[config.mk]
export PLATFORM = sky130hd
export DESIGN_NAME = i2c_bit_timer
export DESIGN_NICKNAME = d
export VERILOG_FILES = /design/src/rtl/i2cbt_pkg.sv /design/src/rtl/i2cbt_unit_timer.sv /design/src/rtl/i2cbt_seq.sv /design/src/rtl/i2c_bit_timer.sv
export SDC_FILE = /design/constraint.sdc
export NUM_CORES = 1
export LEC_CHECK = 0
export BUFFER_PORTS_ARGS = -buffer_cell sky130_fd_sc_hd__buf_2
export CAP_MARGIN = 40
export CORE_ASPECT_RATIO = 0.75
export CORE_MARGIN = 2
export CORE_UTILIZATION = 42
export DETAILED_ROUTE_END_ITERATION = 16
export GPL_ROUTABILITY_DRIVEN = 0
export SYNTH_ARGS = -nofsm -noshare
export SYNTH_HDL_FRONTEND = slang
export SYNTH_SLANG_ARGS = --single-unit
[constraint.sdc]
create_clock -name clk -period 7.3 [get_ports clk]
set_input_delay 0.73 -clock clk [delete_from_list [all_inputs] [get_ports clk]]
set_output_delay 0.73 -clock clk [all_outputs]
set_load 0.01 [all_outputs]
[src/rtl/i2cbt_pkg.sv]
package i2cbt_pkg;
  typedef enum logic [1:0] {
    OP_START = 2'd0,
    OP_STOP  = 2'd1,
    OP_WRITE = 2'd2,
    OP_READ  = 2'd3
  } op_e;

  typedef enum logic [2:0] {
    ST_IDLE,   // bus free, both released
    ST_FREE,   // bus-free wait before START
    ST_SHOLD,  // SDA low, SCL high: start hold
    ST_LOW1,   // first half of SCL low
    ST_LOW2,   // second half of SCL low
    ST_HIGH,   // SCL released
    ST_HOLD    // SCL held low, waiting for a command
  } st_e;

  localparam int UNIT_W = 4;
  localparam logic [UNIT_W-1:0] FREE_UNITS  = 4'd8;
  localparam logic [UNIT_W-1:0] SHOLD_UNITS = 4'd12;
  localparam logic [UNIT_W-1:0] HALF_LOW    = 4'd6;
  localparam logic [UNIT_W-1:0] HIGH_UNITS  = 4'd8;
  localparam logic [UNIT_W-1:0] RS_SETUP    = 4'd12;
  localparam logic [UNIT_W-1:0] SAMPLE_AT   = 4'd4;
  localparam int TPR_MIN = 2;
endpackage

[src/rtl/i2cbt_unit_timer.sv]
module i2cbt_unit_timer
  import i2cbt_pkg::*;
#(
  parameter int TPR_W = 8
) (
  input  logic              clk,
  input  logic              rst_n,
  input  logic              run,
  input  logic [TPR_W-1:0]  tpr_q,
  input  logic [UNIT_W-1:0] len,
  output logic              tick,
  output logic [UNIT_W-1:0] ucnt,
  output logic              phase_end
);
  logic [TPR_W-1:0] cnt;

  assign tick      = run && (cnt == tpr_q);
  assign phase_end = tick && (ucnt == len - 1'b1);

  always_ff @(posedge clk or negedge rst_n) begin
    if (!rst_n) begin
      cnt  <= '0;
      ucnt <= '0;
    end else if (!run || phase_end) begin
      cnt  <= '0;
      ucnt <= '0;
    end else if (tick) begin
      cnt  <= '0;
      ucnt <= ucnt + 1'b1;
    end else begin
      cnt <= cnt + 1'b1;
    end
  end

  // the clock divider never runs past the captured period
  p_cnt_bound_r3: assert property (@(posedge clk) disable iff (!rst_n)
    run |-> (cnt <= tpr_q));
endmodule

[src/rtl/i2cbt_seq.sv]
module i2cbt_seq
  import i2cbt_pkg::*;
#(
  parameter int TPR_W = 8
) (
  input  logic              clk,
  input  logic              rst_n,
  input  logic [TPR_W-1:0]  tpr,
  input  logic              cmd_valid,
  output logic              cmd_ready,
  input  logic [1:0]        cmd_op,
  input  logic              cmd_wbit,
  output logic              done,
  output logic              rd_bit,
  input  logic              sda_in,
  output logic              scl_oe,
  output logic              sda_oe,
  output logic              run,
  output logic [TPR_W-1:0]  tpr_q,
  output logic [UNIT_W-1:0] len,
  input  logic              tick,
  input  logic [UNIT_W-1:0] ucnt,
  input  logic              phase_end
);
  localparam logic [TPR_W-1:0] TMIN = TPR_W'(TPR_MIN);

  st_e  state;
  op_e  op_q;
  logic wbit_q;
  logic scl_lo, sda_lo;
  logic accept;

  assign cmd_ready = (state == ST_IDLE) || (state == ST_HOLD);
  assign accept    = cmd_valid && cmd_ready;
  assign run       = !cmd_ready;
  assign scl_oe    = scl_lo;
  assign sda_oe    = sda_lo;

  always_comb begin
    case (state)
      ST_FREE:  len = FREE_UNITS;
      ST_SHOLD: len = SHOLD_UNITS;
      ST_LOW1:  len = HALF_LOW;
      ST_LOW2:  len = HALF_LOW;
      ST_HIGH:  len = (op_q == OP_START) ? RS_SETUP : HIGH_UNITS;
      default:  len = '0;
    endcase
  end

  always_ff @(posedge clk or negedge rst_n) begin
    if (!rst_n) begin
      state  <= ST_IDLE;
      op_q   <= OP_START;
      wbit_q <= 1'b0;
      scl_lo <= 1'b0;
      sda_lo <= 1'b0;
      tpr_q  <= TMIN;
      done   <= 1'b0;
      rd_bit <= 1'b0;
    end else begin
      done <= 1'b0;
      case (state)
        ST_IDLE: if (accept) begin
          if (op_e'(cmd_op) == OP_START) begin
            tpr_q <= (tpr < TMIN) ? TMIN : tpr;
            op_q  <= OP_START;
            state <= ST_FREE;
          end else begin
            done <= 1'b1;
          end
        end
        ST_HOLD: if (accept) begin
          op_q   <= op_e'(cmd_op);
          wbit_q <= cmd_wbit;
          state  <= ST_LOW1;
        end
        ST_FREE: if (phase_end) begin
          sda_lo <= 1'b1;
          state  <= ST_SHOLD;
        end
        ST_SHOLD: if (phase_end) begin
          scl_lo <= 1'b1;
          done   <= 1'b1;
          state  <= ST_HOLD;
        end
        ST_LOW1: if (phase_end) begin
          case (op_q)
            OP_WRITE: sda_lo <= !wbit_q;
            OP_STOP:  sda_lo <= 1'b1;
            default:  sda_lo <= 1'b0;
          endcase
          state <= ST_LOW2;
        end
        ST_LOW2: if (phase_end) begin
          scl_lo <= 1'b0;
          state  <= ST_HIGH;
        end
        ST_HIGH: begin
          if (op_q == OP_READ && tick && ucnt == SAMPLE_AT - 1'b1)
            rd_bit <= sda_in;
          if (phase_end) begin
            case (op_q)
              OP_STOP: begin
                sda_lo <= 1'b0;
                done   <= 1'b1;
                state  <= ST_IDLE;
              end
              OP_START: begin
                sda_lo <= 1'b1;
                state  <= ST_SHOLD;
              end
              default: begin
                scl_lo <= 1'b1;
                done   <= 1'b1;
                state  <= ST_HOLD;
              end
            endcase
          end
        end
        default: state <= ST_IDLE;
      endcase
    end
  end

  // captured period holds for the whole transaction
  p_tpr_stable_r3: assert property (@(posedge clk) disable iff (!rst_n)
    (state != ST_IDLE && $past(state) != ST_IDLE) |-> $stable(tpr_q));
  // captured period never below the minimum
  p_tpr_min_r3: assert property (@(posedge clk) disable iff (!rst_n)
    (state != ST_IDLE) |-> (tpr_q >= TMIN));
  // data line frozen while SCL is released during a data bit
  p_sda_stable_high_r4: assert property (@(posedge clk) disable iff (!rst_n)
    (state == ST_HIGH && $past(state) == ST_HIGH &&
     (op_q == OP_WRITE || op_q == OP_READ)) |-> $stable(sda_lo));
  // idle bus is fully released
  p_idle_released_r10: assert property (@(posedge clk) disable iff (!rst_n)
    (state == ST_IDLE) |-> (!scl_lo && !sda_lo));
  // between bits the clock line is held low
  p_hold_scl_low_r8: assert property (@(posedge clk) disable iff (!rst_n)
    (state == ST_HOLD) |-> scl_lo);
  // completion always coincides with readiness
  p_done_ready_r8: assert property (@(posedge clk) disable iff (!rst_n)
    done |-> cmd_ready);
endmodule

[src/rtl/i2c_bit_timer.sv]
module i2c_bit_timer
  import i2cbt_pkg::*;
#(
  parameter int TPR_W = 8
) (
  input  logic             clk,
  input  logic             rst_n,
  input  logic [TPR_W-1:0] tpr,
  input  logic             cmd_valid,
  output logic             cmd_ready,
  input  logic [1:0]       cmd_op,
  input  logic             cmd_wbit,
  output logic             done,
  output logic             rd_bit,
  input  logic             sda_in,
  output logic             scl_oe,
  output logic             sda_oe
);
  logic              run, tick, phase_end;
  logic [TPR_W-1:0]  tpr_q;
  logic [UNIT_W-1:0] len, ucnt;

  i2cbt_seq #(.TPR_W(TPR_W)) u_seq (
    .clk(clk), .rst_n(rst_n), .tpr(tpr),
    .cmd_valid(cmd_valid), .cmd_ready(cmd_ready),
    .cmd_op(cmd_op), .cmd_wbit(cmd_wbit),
    .done(done), .rd_bit(rd_bit), .sda_in(sda_in),
    .scl_oe(scl_oe), .sda_oe(sda_oe),
    .run(run), .tpr_q(tpr_q), .len(len),
    .tick(tick), .ucnt(ucnt), .phase_end(phase_end)
  );

  i2cbt_unit_timer #(.TPR_W(TPR_W)) u_timer (
    .clk(clk), .rst_n(rst_n), .run(run), .tpr_q(tpr_q), .len(len),
    .tick(tick), .ucnt(ucnt), .phase_end(phase_end)
  );
endmodule

==> results of run 1 <==
where the power goes:
part	total [W]	internal, W	switching (W)
Clock	0.000171	0.000101	0.0000696
Combinational	0.000323	0.000148	0.000174
Sequential	0.000300	0.000224	0.0000761
Total	0.000794	0.000474	0.000320
worst min-delay path by stage:
stage / from / end / slack [ns]
finish: rst_n / u_seq.tpr_q[5]$_DFFE_PN0P_ / 0.49
global route: rst_n / u_seq.tpr_q[5]$_DFFE_PN0P_ / 0.52
CTS: rst_n / u_seq.tpr_q[5]$_DFFE_PN0P_ / 0.50
detailed placement: u_seq.sda_oe$_DFFE_PN0P_ / u_seq.sda_oe$_DFFE_PN0P_ / 0.50
global placement: u_seq.rd_bit$_DFFE_PN0P_ / u_seq.rd_bit$_DFFE_PN0P_ / 0.49
floorplan: rst_n / u_seq.done$_DFF_PN0_ / 0.43
per-stage QoR:
step | hold WS [ns] | worst slack (ns) | utilization [%] | instances | cell area, µm²
detailed placement | 0.4988 | 4.368 | 47.41 | 255 | 1969
CTS | 0.5024 | 4.357 | 50.15 | 263 | 2083
floorplan | 0.4344 | 4.715 | - | 188 | 1854
global route | 0.5207 | 4.147 | 50.15 | 263 | 2083
finish | 0.4879 | 4.328 | 50.15 | 263 | 2083
global placement | 0.4877 | 4.502 | 47.41 | 255 | 1969
worst max-delay path, delay by kind of cell, from the launching register on:
kind / cells / cell delay, ns
AND/OR/NAND/NOR: 3 / 0.81
AO/OA/AOI/OAI: 4 / 0.77
flip-flops: 1 / 0.47
adder cells (fa/ha/maj): 1 / 0.39
XOR/XNOR: 1 / 0.28
buffers and inverters: 1 / 0.17
kinds of logic after synthesis:
group / after synthesis / synth area share, %
AO/OA/AOI/OAI: 34 / 14.31
AND/OR/NAND/NOR: 72 / 20.58
XOR/XNOR: 18 / 8.502
multiplexers: 10 / 6.680
buffers and inverters: 17 / 4.656
adder cells (fa/ha/maj): 7 / 4.723
flip-flops: 30 / 40.55
layout by cell type, fill, tap and decap left out, types with 8 or more instances in the layout:
cell     netlist  routed
dfrtp_1       29      29
nor2_1        19      19
buf_2          0      19
nand2_1       16      16
xor2_1        12      12
inv_1         10      10
nand3_1       10      10
mux2_2         9       9
a21oi_1        8       8
area by class of cell:
cell class / instances / share of cell area [%]
tap: 55 / 3.303
timing repair buffer: 19 / 4.565
clock inverter: 3 / 2.162
inverter: 10 / 1.802
sequential: 30 / 36.10
multi-input combinational: 141 / 48.77
clock buffer: 5 / 3.303
layer usage:
| layer | wire length, µm | GRT usage, % |
|---|---|---|
| met1 | 1969 | 27.42 |
| met2 | 1634 | 24.40 |
| met3 | 252 | 4.985 |
| met4 | 47 | 7.022 |
| met5 | 0 | 0 |
sequential cells by signal, indices dropped and copies added, names as in the netlist, 2 cells and up:
register	count
u_seq.tpr_q	8
u_timer.cnt	8
u_timer.ucnt	4
u_seq.state	3
u_seq.op_q	2
==> results.cfg, run 1 <==
[status]
outcome = finished, final reports clean

[critical_path]
crit_chain = inv_1 -> nand2_1 -> nor2_1 -> a21oi_1 -> ha_1 -> xnor2_1 -> a2111oi_4 -> a41oi_2 -> or4b_1 -> a31oi_1
reg2reg_from = u_seq.state[1]$_DFFE_PN0P_
cp_data_arrival_time_ns = 3.18
timing.rr.end = u_timer.ucnt[2]$_DFFE_PN0P_
r2r_setup_slack_ns = 4.33
setup.worst_path.end = u_timer.ucnt[2]$_DFFE_PN0P_
cpPeakStageDelay_ns = 0.48
worstSetupStartpoint = u_seq.state[1]$_DFFE_PN0P_
path_class = reg -> reg
startpoint_type = flip-flop
slowest_stage = or4b_1
required_ns = 7.51
r2r_cells = 10
worstPathMaxFanout = 11
crit_path_end_kind = flip-flop

[clock_network]
htreeDepth = 2
hold_buffers = 0
post-cts-setup-buffer-count = 0
cts_buffers = 5
cts_resized = 0
path_clk_slew_ns = 0.07
clock_sinks = 30
clk_latency_ns = 0.28
cts_tree = built
cts_buffer_depth = 2
cts-root-buf = clkbuf_8

[logic_synthesis]
netlist_area_um2 = 1854
avgSynthCellArea_um2 = 9.863
synth_common_cells = 29 x dfrtp_1, 19 x nor2_1, 16 x nand2_1, 12 x xor2_1
yosysSeqAreaShare_pct = 40.55
synth_edf_count = 0
synth.most_common_cell = dfrtp_1
yosysTopAreaCell = dfrtp_1
yosysWarnings = 0
syn_inst = 188
syn_nets = 210
yosysUniqueCellTypes = 48
synthTopCellsByArea = dfrtp_1 39%, xor2_1 5.7%, mux2_2 5.5%
synth-main-ff-cell = dfrtp_1
async_flop_share_pct = 100.0
yosys.area.top_type_share_pct = 39.14
ys_seq_elements = 30

[cells_and_area]
antennaDiodeCount = 0
fillers = 399
area_growth_pct = 12.35
register_area_um2 = 752.0
drive_above_1_share_pct = 21.63
nets = 229
multiInputGateArea_um2 = 1016

[placement]
numPortBuffers = 19
dp_hpwl_um = 2833

[grt]
grt_pass1_wl_um = 6658
grt_pass1_vias = 1362
grt_max_degree = 31
grt_use_total_pct = 18.12
gr-total-overflow = 0
antenna_found_initial = 0

[drt]
drc_errors = 0
ant_nets = 0
drtIter0Drc = 100
dr.pass1.iters = 4
vias_per_cell = 5.460
postRouteWirelength_um = 3903
vias = 1436
wl_per_cell_um = 14.84

[power]
ir_worst_vdd_mv = 0.1966
powerDensity_nw_per_um2 = 381.1
leakagePower_nw = 0.9568
total_power_w = 0.0007939

[floorplan]
start_util_pct = 44.64
placementRows = 20
fp.dieW_um = 80.73
dieArea_um2 = 4968
core_area_um2 = 4154
io-pin-count = 20
die_y_um = 61.55

[sta]
slew_violations = 0
fin_crit_sh_pct = 40.71
fmax_ghz = 0.3365
clock_skew_ns = 0.002440
worst_slew_pin_slew_ns = 0.6932
fin_tns_setup_ns = 0
slew_headroom_pct = 53.78
finalHoldViolCount = 0
setup_viol = 0
min_period_ns = 2.972
rsz0062_at_grt = false

[min_path]
holdCritPathClass = in -> async

[job]
max_cap_violations = 0
Power figures use the tool's default switching activity.
==> run 2, diff against run 1 <==
==> constraint.sdc (replaced) <==
create_clock -name clk -period 2.38 [get_ports clk]
set_input_delay 0.238 -clock clk [delete_from_list [all_inputs] [get_ports clk]]
set_output_delay 0.238 -clock clk [all_outputs]
set_load 0.01 [all_outputs]
==> results.cfg, run 2 (synthesis results as in run 1) <==
[sta]
min_period_ns = 2.448
whs_ns = -0.01346
fmax_ghz = 0.4085
worst_slew_pin_slew_ns = 0.6672
fin_ws_ns = -0.06787
rsz0062_at_grt = true
clock_skew_ns = 0.008197
setup_viol = 2
fin_crit_sh_pct = 102.9
slew_violations = 0
finalHoldViolCount = 29
slew_headroom_pct = 55.52

[floorplan]
io-pin-count = 20
fp.dieW_um = 80.73
core_area_um2 = 4154
placementRows = 20
die_y_um = 61.55
dieArea_um2 = 4968
start_util_pct = 44.64

[grt]
gr-total-overflow = 0
grt_pass1_vias = 1448
grt_max_degree = 31
grt_pass1_wl_um = 7044
antenna_found_initial = 0
grt_use_total_pct = 19.54

[clock_network]
hold_buffers = 0
cts_tree = built
cts-root-buf = clkbuf_8
cts_buffers = 5
clock_sinks = 30
path_clk_slew_ns = 0.07
cts_buffer_depth = 2
clk_latency_ns = 0.29
htreeDepth = 2

[power]
powerDensity_nw_per_um2 = 1210
pwr-share-seq_pct = 31.1
p_int_w = 0.001776
leakagePower_nw = 1.125
ir_worst_vdd_mv = 0.4696
comb_power_share_pct = 52.1
swShare_pct = 38.73
power_switching_w = 0.001123
clockPowerShare_pct = 16.9

[drt]
ant_nets = 0
dr.pass1.iters = 4
wl_per_cell_um = 14.85
vias_per_cell = 5.172
postRouteWirelength_um = 4322
drc_errors = 0
drtIter0Drc = 119
vias = 1505

[status]
failed_checks = hold timing, setup timing
outcome = finished with violations

[cells_and_area]
most-common-layout-cells = 28 x dfrtp_1, 27 x buf_4, 19 x nor2_1, 19 x buf_2, 15 x nand2_1
nets = 257
drive_above_1_share_pct = 36.44
stdcell_count = 291
reg_top3 = u_seq.tpr_q (8), u_timer.cnt (8), u_timer.ucnt (4)
register_area_um2 = 753.2
fillers = 403
layout_commonest_cell = dfrtp_1
multiInputGateArea_um2 = 1116
stdcell_area_um2 = 2395
area_growth_pct = 29.15
antennaDiodeCount = 0

[critical_path]
slowest_stage = or4_4
required_ns = 2.55
cpMostUsedCell = ha_4
cp_data_arrival_time_ns = 2.62
cpPeakStageDelay_ns = 0.42
crit_chain = inv_1 -> ha_4 -> nand2b_4 -> a21oi_4 -> ha_4 -> xnor2_4 -> a2111oi_4 -> a41oi_2 -> buf_6 -> or4_4 -> o211a_1
worstPathMaxFanout = 6
startpoint_type = flip-flop
r2r_cells = 11
path_class = reg -> reg
reg2reg_from = u_seq.op_q[0]$_DFFE_PN0P_
r2r_setup_slack_ns = -0.07
worstSetupStartpoint = u_seq.op_q[0]$_DFFE_PN0P_
timing.rr.end = u_seq.scl_oe$_DFFE_PN0P_
crit_path_end_kind = flip-flop

[placement]
dp.cells = 279
dpl_cell_area_um2 = 2162
dp_hpwl_um = 3168
numPortBuffers = 19

[job]
max_cap_violations = 0

[min_path]
holdCritPathClass = in -> async
[run 2: cell count changes in the layout (fill, tap and decap cells not counted), sizes merged]
cell,delta
buf,+28
clkbuf,+3
clkinvlp,-2
bufinv,-1
[run 2: timing repair]
action                                  CTS  global route
gates resized for setup                  11             7
endpoints found under the setup margin    7             7
setup buffers                             3             2
pin swaps                                 6             7
[run 2: power by group through the flow]
stage	sequential (W)	clock (W)	combinational (W)
final	0.000901	0.000488	0.00151
after global routing	0.000922	0.000525	0.00167
after CTS	0.000888	0.000498	0.00142
after detailed placement	0.000890	0	0.00130
after global placement	0.000882	0	0.00125
after floorplan	0.000815	0	0.000927
[run 2: cell type report]
type / count / area share, %
multi-input cells: 141 / 46.60
flip-flops and latches: 30 / 31.45
repair buffers: 47 / 12.90
clock buffers: 8 / 4.598
well taps: 55 / 2.874
inverters: 10 / 1.567
[run 2: how the worst max path moves through the flow]
stage,to,slack [ns],cells after the start
2_1_floorplan,u_seq.scl_oe$_DFFE_PN0P_,-0.11,11
3_3_place_gp,u_seq.sda_oe$_DFFE_PN0P_,-0.13,11
3_5_place_dp,u_seq.state[1]$_DFFE_PN0P_,-0.18,12
4_1_cts,u_seq.scl_oe$_DFFE_PN0P_,0.0008,11
5_1_grt,u_seq.scl_oe$_DFFE_PN0P_,-0.14,11
6_report,u_seq.scl_oe$_DFFE_PN0P_,-0.07,11
[run 2: worst max-delay path, delay by kind of cell (launching register included)]
family / cells / cell delay, ns
adder cells (fa/ha/maj): 2 / 0.40
buffers and inverters: 2 / 0.24
AND/OR/NAND/NOR: 2 / 0.57
XOR/XNOR: 1 / 0.14
flip-flops: 1 / 0.35
AO/OA/AOI/OAI: 4 / 0.64
[run 2: layer usage]
| metal | part of all wire (%) | wire length [µm] | track usage (%) | vias to the layer above |
|---|---|---|---|---|
| met2 | 45 | 1954 | 29.88 | 30 |
| met1 | 49 | 2135 | 27.08 | 716 |
| li1 | - | - | - | 755 |
| met4 | 0.53 | 23 | 5.327 | 0 |
| met3 | 4.9 | 210 | 6.305 | 4 |
| met5 | 0 | 0 | 0 | - |
[run 2: stage by stage]
| stage | setup TNS [ns] | setup slack, ns | total power (W) | util (%) |
|---|---|---|---|---|
| after CTS | 0 | 0.0007911 | 0.002805 | 56.66 |
| after global routing | -0.4310 | -0.1367 | 0.003116 | 57.65 |
| after global placement | -0.4943 | -0.1348 | 0.002137 | 52.05 |
| after floorplan | -0.2431 | -0.1094 | 0.001742 | - |
| after detailed placement | -0.6898 | -0.1755 | 0.002194 | 52.05 |
| final | -0.09985 | -0.06787 | 0.002898 | 57.65 |
